--- config.mk ---
export PLATFORM = sky130hd
export DESIGN_NAME = i2s_duplex_pingpong
export DESIGN_NICKNAME = d
export VERILOG_FILES = /design/src/rtl/i2s_pp_pkg.sv /design/src/rtl/i2s_pp_ctrl.sv /design/src/rtl/i2s_pp_datapath.sv /design/src/rtl/i2s_pp_buffer.sv /design/src/rtl/i2s_duplex_pingpong.sv
export SDC_FILE = /design/constraint.sdc
export NUM_CORES = 1
export LEC_CHECK = 0
export ABC_AREA = 1
export BUFFER_PORTS_ARGS = -buffer_cell sky130_fd_sc_hd__buf_4
export CAP_MARGIN = 20
export CORE_MARGIN = 2
export CORE_UTILIZATION = 58
export DETAILED_ROUTE_END_ITERATION = 7
export HOLD_SLACK_MARGIN = 0.06
export PLACE_DENSITY = 0.77
export SYNTH_ARGS = -nofsm -noshare
export SYNTH_HDL_FRONTEND = slang
export SYNTH_SLANG_ARGS = --single-unit
--- constraint.sdc ---
create_clock -name clk -period 8.7 [get_ports clk]
set_input_delay 0.87 -clock clk [delete_from_list [all_inputs] [get_ports clk]]
set_output_delay 0.87 -clock clk [all_outputs]
set_load 0.01 [all_outputs]
--- src/rtl/i2s_pp_pkg.sv ---
package i2s_pp_pkg;
  typedef struct packed {
    logic load;      // load playback word at frame start
    logic shift;     // advance playback shifter
    logic sample;    // take one capture bit
    logic capLeft;   // left capture complete
    logic capRight;  // right capture complete, frame ready
  } strobe_t;
endpackage

--- src/rtl/i2s_pp_ctrl.sv ---
module i2s_pp_ctrl
  import i2s_pp_pkg::*;
#(
  parameter int CLK_DIV  = 2,
  parameter int SLOT_W   = 32,
  parameter int SAMPLE_W = 24
) (
  input  logic    clk,
  input  logic    rstN,
  output logic    sclk,
  output logic    ws,
  output strobe_t stb
);
  localparam int FRAME_BITS = 2 * SLOT_W;
  localparam int POS_W      = $clog2(FRAME_BITS);
  localparam int DIV_W      = (CLK_DIV > 1) ? $clog2(CLK_DIV) : 1;

  logic [DIV_W-1:0]  divCnt;
  logic [POS_W-1:0]  pos;
  logic              sclkQ;
  logic              tick, riseEdge, fallEdge, isRight;
  logic [POS_W-2:0]  slotPos;

  assign tick     = (divCnt == DIV_W'(CLK_DIV - 1));
  assign riseEdge = tick && !sclkQ;
  assign fallEdge = tick && sclkQ;
  assign isRight  = pos[POS_W-1];
  assign slotPos  = pos[POS_W-2:0];

  always_ff @(posedge clk) begin
    if (!rstN) begin
      divCnt <= '0;
      sclkQ  <= 1'b0;
      pos    <= '0;
    end else begin
      divCnt <= tick ? '0 : divCnt + 1'b1;
      if (tick) sclkQ <= ~sclkQ;
      if (fallEdge) pos <= pos + 1'b1;
    end
  end

  always_comb begin
    stb.load     = fallEdge && (pos == POS_W'(FRAME_BITS - 1));
    stb.shift    = fallEdge && !stb.load;
    stb.sample   = riseEdge && (slotPos >= (POS_W-1)'(1)) &&
                   (slotPos <= (POS_W-1)'(SAMPLE_W));
    stb.capLeft  = riseEdge && !isRight && (slotPos == (POS_W-1)'(SAMPLE_W));
    stb.capRight = riseEdge &&  isRight && (slotPos == (POS_W-1)'(SAMPLE_W));
  end

  assign sclk = sclkQ;
  assign ws   = isRight;

  p_sclk_hold_r1: assert property (@(posedge clk) disable iff (!rstN)
    $rose(sclk) |=> $stable(sclk));
  p_ws_on_fall_r2: assert property (@(posedge clk) disable iff (!rstN)
    !$stable(ws) |-> $fell(sclk));
endmodule

--- src/rtl/i2s_pp_datapath.sv ---
module i2s_pp_datapath
  import i2s_pp_pkg::*;
#(
  parameter int SLOT_W   = 32,
  parameter int SAMPLE_W = 24
) (
  input  logic                  clk,
  input  logic                  rstN,
  input  strobe_t               stb,
  input  logic                  sclk,
  input  logic [SAMPLE_W-1:0]   txLeft,
  input  logic [SAMPLE_W-1:0]   txRight,
  input  logic                  sdIn,
  output logic                  sdOut,
  output logic [2*SAMPLE_W-1:0] frameData
);
  localparam int FRAME_BITS = 2 * SLOT_W;
  localparam int PAD        = SLOT_W - SAMPLE_W - 1;

  logic [FRAME_BITS-1:0] txShift;
  logic [SAMPLE_W-1:0]   rxShift, rxNext, leftHold;

  assign rxNext = {rxShift[SAMPLE_W-2:0], sdIn};

  always_ff @(posedge clk) begin
    if (!rstN) begin
      txShift  <= '0;
      rxShift  <= '0;
      leftHold <= '0;
    end else begin
      if (stb.load)
        txShift <= {1'b0, txLeft, {PAD{1'b0}}, 1'b0, txRight, {PAD{1'b0}}};
      else if (stb.shift)
        txShift <= {txShift[FRAME_BITS-2:0], 1'b0};
      if (stb.sample) rxShift <= rxNext;
      if (stb.capLeft) leftHold <= rxNext;
    end
  end

  assign sdOut     = txShift[FRAME_BITS-1];
  assign frameData = {leftHold, rxNext};

  p_sd_on_fall_r3: assert property (@(posedge clk) disable iff (!rstN)
    !$stable(sdOut) |-> $fell(sclk));
endmodule

--- src/rtl/i2s_pp_buffer.sv ---
module i2s_pp_buffer #(
  parameter int FRAMES = 4,
  parameter int DATA_W = 48,
  parameter int AW     = $clog2(FRAMES)
) (
  input  logic              clk,
  input  logic              rstN,
  input  logic              frameValid,
  input  logic [DATA_W-1:0] frameData,
  input  logic              ackLow,
  input  logic              ackHigh,
  input  logic [AW-1:0]     rdAddr,
  output logic [DATA_W-1:0] rdData,
  output logic              halfDone,
  output logic              fullDone,
  output logic              overrun
);
  localparam int HALF = FRAMES / 2;

  logic [DATA_W-1:0] mem [FRAMES];
  logic [AW-1:0]     wrPtr;
  logic              pendLow, pendHigh;
  logic              atLowEnd, atHighEnd, hitLow, hitHigh;

  assign atLowEnd  = frameValid && (wrPtr == AW'(HALF - 1));
  assign atHighEnd = frameValid && (wrPtr == AW'(FRAMES - 1));
  assign hitLow    = frameValid && (wrPtr == '0) && pendLow && !ackLow;
  assign hitHigh   = frameValid && (wrPtr == AW'(HALF)) && pendHigh && !ackHigh;

  always_ff @(posedge clk) begin
    if (!rstN) begin
      for (int i = 0; i < FRAMES; i++) mem[i] <= '0;
      wrPtr    <= '0;
      pendLow  <= 1'b0;
      pendHigh <= 1'b0;
      halfDone <= 1'b0;
      fullDone <= 1'b0;
      overrun  <= 1'b0;
    end else begin
      halfDone <= atLowEnd;
      fullDone <= atHighEnd;
      if (frameValid) begin
        mem[wrPtr] <= frameData;
        wrPtr      <= atHighEnd ? '0 : wrPtr + 1'b1;
      end
      if (atLowEnd) pendLow <= 1'b1;
      else if (ackLow) pendLow <= 1'b0;
      if (atHighEnd) pendHigh <= 1'b1;
      else if (ackHigh) pendHigh <= 1'b0;
      if (hitLow || hitHigh) overrun <= 1'b1;
    end
  end

  assign rdData = mem[rdAddr];

  p_half_pulse_r7: assert property (@(posedge clk) disable iff (!rstN)
    halfDone |=> !halfDone);
  p_full_pulse_r7: assert property (@(posedge clk) disable iff (!rstN)
    fullDone |=> !fullDone);
  p_overrun_sticky_r8: assert property (@(posedge clk) disable iff (!rstN)
    overrun |=> overrun);
  p_overrun_cause_r8: assert property (@(posedge clk) disable iff (!rstN)
    $rose(overrun) |-> $past(frameValid));
endmodule

--- src/rtl/i2s_duplex_pingpong.sv ---
module i2s_duplex_pingpong
  import i2s_pp_pkg::*;
#(
  parameter int CLK_DIV  = 2,
  parameter int SLOT_W   = 32,
  parameter int SAMPLE_W = 24,
  parameter int FRAMES   = 4,
  parameter int AW       = $clog2(FRAMES)
) (
  input  logic                  clk,
  input  logic                  rstN,
  input  logic [SAMPLE_W-1:0]   txLeft,
  input  logic [SAMPLE_W-1:0]   txRight,
  input  logic                  sdIn,
  input  logic                  ackLow,
  input  logic                  ackHigh,
  input  logic [AW-1:0]         rdAddr,
  output logic                  sclk,
  output logic                  ws,
  output logic                  sdOut,
  output logic [2*SAMPLE_W-1:0] rdData,
  output logic                  halfDone,
  output logic                  fullDone,
  output logic                  overrun
);
  strobe_t               stb;
  logic [2*SAMPLE_W-1:0] frameData;

  i2s_pp_ctrl #(.CLK_DIV(CLK_DIV), .SLOT_W(SLOT_W), .SAMPLE_W(SAMPLE_W)) uCtrl (
    .clk(clk), .rstN(rstN), .sclk(sclk), .ws(ws), .stb(stb));

  i2s_pp_datapath #(.SLOT_W(SLOT_W), .SAMPLE_W(SAMPLE_W)) uData (
    .clk(clk), .rstN(rstN), .stb(stb), .sclk(sclk), .txLeft(txLeft),
    .txRight(txRight), .sdIn(sdIn), .sdOut(sdOut), .frameData(frameData));

  i2s_pp_buffer #(.FRAMES(FRAMES), .DATA_W(2*SAMPLE_W), .AW(AW)) uBuf (
    .clk(clk), .rstN(rstN), .frameValid(stb.capRight), .frameData(frameData),
    .ackLow(ackLow), .ackHigh(ackHigh), .rdAddr(rdAddr), .rdData(rdData),
    .halfDone(halfDone), .fullDone(fullDone), .overrun(overrun));
endmodule

==> out/metrics.cfg <==
[clock_network]
clock_latency_ps=560
clk_path_buf_depth=3
holdBufCountCts=0
cts_setup_buffers=0
cts_sinks=311
root_buffer=clkbuf_16
cts_max_level=1
cts_resized=0
cts_inserted_buffers=31
clkTransAtPathRegs_ps=60
cts_tree=yes

[timing]
timing.final.crit_period_ps=3760
final_hold_viol_count=0
rsz0062_at_grt=false
slew_headroom_pct=31.9
clock_skew_ps=22.5
hold_ws_ps=465
period_share_pct=43.3
setup_violations=0
finalSetupTns_ps=0
max_slew.worst_pin.slew_ps=1020
slew_viol_final=0
max_freq_mhz=266

[setup_path]
regToRegEndpoint=uBuf.mem[3][13]$_DFFE_PP_
cp_max_fo=58
crit_end=rdData[45]
crit_type=in -> out
startpoint=rdAddr[0]
cp.required_ps=7830
rrSetupSlack_ps=5330
arrival_ps=2890
critPathLaunchType=input port
cp-end-kind=primary output
r2r_cells=10
rr_startpoint=uCtrl.pos[0]$_SDFFE_PN0P_

[routing]
routed_wl_um=31500
drc=0
drtIter0Drc=944
dr.pass1.iters=7
antenna_left=0
num_vias=10500
wl_per_cell_um=17.1
drt-vias-per-instance=5.72

[cells_and_area]
final_nets=1595
antenna_cells=0
drive_gt1_share_pct=12.6
area_growth_pct=14.4
fin_cells=1843

[power]
ir_drop_mv=0.138
p_per_area_nw_per_um2=210
leakage_nw=5.80
power_w=0.00321

[floorplanning]
io_pins=109
fp.coreArea_um2=22600
initial_core_util_pct=59.0
die-height_um=156
rows=55
die_x_um=156
dieArea_um2=24200

[run_status]
status=completed

[logic_synthesis]
syn-cell-area_um2=13300
synth_warnings=0
ys_seq_area_share_pct=61.2
synth_nets=1543
synthCells=1481
synth_area_per_cell_um2=9.00
synth_area_leaders=edfxtp_1, dfxtp_1, nor2_1, o21ai_0, nand2_1
yosys.area.top_type_share_pct=43.3
synth_seq_cells=311
synth_area_leader_cell=edfxtp_1
yosys.cell_types.count=23

[placed_design]
place.port_buffers=108
dp_cells=1785
gp_congestion=0.828
dpl.hpwl_um=18300

[global_route]
grt_pass1_wl_um=50600
grt_max_degree=108
first_global_vias=10100
grt_use_total_pct=26.1
overflow=0
antenna_found_initial=0

[worst_hold_path]
hold_depth=2
hp-class=reg -> reg

[job]
drv_cap=0

==> how the worst min path moves through the flow <==
| stage | from | end |
|---|---|---|
| detailed placement | uData.txShift[37]$_SDFFE_PP0N_ | uData.txShift[37]$_SDFFE_PP0N_ |
| floorplan | uCtrl.divCnt$_SDFF_PP0_ | uCtrl.divCnt$_SDFF_PP0_ |
| CTS | uData.txShift[37]$_SDFFE_PP0N_ | uData.txShift[37]$_SDFFE_PP0N_ |
| global placement | uData.txShift[37]$_SDFFE_PP0N_ | uData.txShift[37]$_SDFFE_PP0N_ |
| finish | uData.txShift[37]$_SDFFE_PP0N_ | uData.txShift[37]$_SDFFE_PP0N_ |
| global route | uData.txShift[37]$_SDFFE_PP0N_ | uData.txShift[37]$_SDFFE_PP0N_ |
==> cells in the mapped netlist (all sizes together) <==
master	n
a21oi	10
nand4	74
edfxtp	192
inv	116
ha	7
nand2	151
clkbuf	80
dfxtp	119
nor3	7
nand3	110
nor2	412
buf	28
o22ai	48
o21ai	127
==> cells in the final DEF (no fill, tap or decap), types with 5 or more instances in the layout <==
cell / instances
nand3_1: 110
edfxtp_1: 192
o22ai_1: 48
ha_1: 7
clkbuf_16: 33
clkbuf_1: 6
clkinv_2: 5
a21oi_1: 10
nor2_1: 408
inv_1: 111
dfxtp_1: 119
o21ai_0: 123
nand4_1: 71
buf_4: 127
nor3_1: 7
nand2_2: 6
nand2_1: 145
==> per-layer routing <==
metal	vias to the layer above	global-route usage (%)	wire [um]
met1	4982	33.5	12400
met5	-	0	0
met2	415	45.1	15900
li1	5076	-	-
met3	74	3.67	2130
met4	0	10.4	1060
==> critical path: stages <==
cell and delay [ps]:
buf_4 230, inv_2 520, buf_4 590, o21ai_0 200, o22ai_1 240, buf_4 170
==> kinds of logic (layout without fill, tap and decap cells) <==
kind of cell               count (synthesis)  in the layout  synth area share [%]
and+or+nand+nor                          754            754                  24.1
adders and majority gates                  7              7                 0.657
buffers and inverters                    224            301                  6.70
AOI/OAI and AO/OA                        185            185                  7.40
DFF                                      311            311                  61.2
==> power breakdown <==
group          switching, W  internal [W]  total (W)
sequential        0.0000209       0.00161    0.00164
combinational      0.000141     0.0000784   0.000220
clock              0.000560      0.000791    0.00135
==> metrics by stage <==
stage                     setup WS [ps]  instance area, um^2  util (%)
after CTS                          4960                15200      67.5
final                              4940                15200      67.5
after global routing               4800                15200      67.5
after detailed placement           4950                14200      62.9
after global placement             5070                14200      62.9
after floorplan                    4970                13300         -
==> area by class of cell <==
cell class | count | area, um^2
Sequential cell | 311 | 8150
Fill cell | 1728 | 7330
Multi-Input combinational cell | 946 | 4300
Timing Repair Buffer | 127 | 953
Clock buffer | 46 | 918
Inverter | 116 | 435
Tap cell | 285 | 357
Clock inverter | 12 | 125
==> flip-flops by register name, indices dropped and copies added, names as in the netlist <==
name / cells
uBuf.halfDone: 1
uBuf.pendHigh: 1
uBuf.mem: 192
uBuf.pendLow: 1
uCtrl.pos: 6
uCtrl.divCnt: 1
uData.txShift: 57
uData.rxShift: 23
uCtrl.sclk: 1
uBuf.overrun: 1
uBuf.fullDone: 1
uData.leftHold: 24
uBuf.wrPtr: 2
Power figures use the tool's default switching activity.
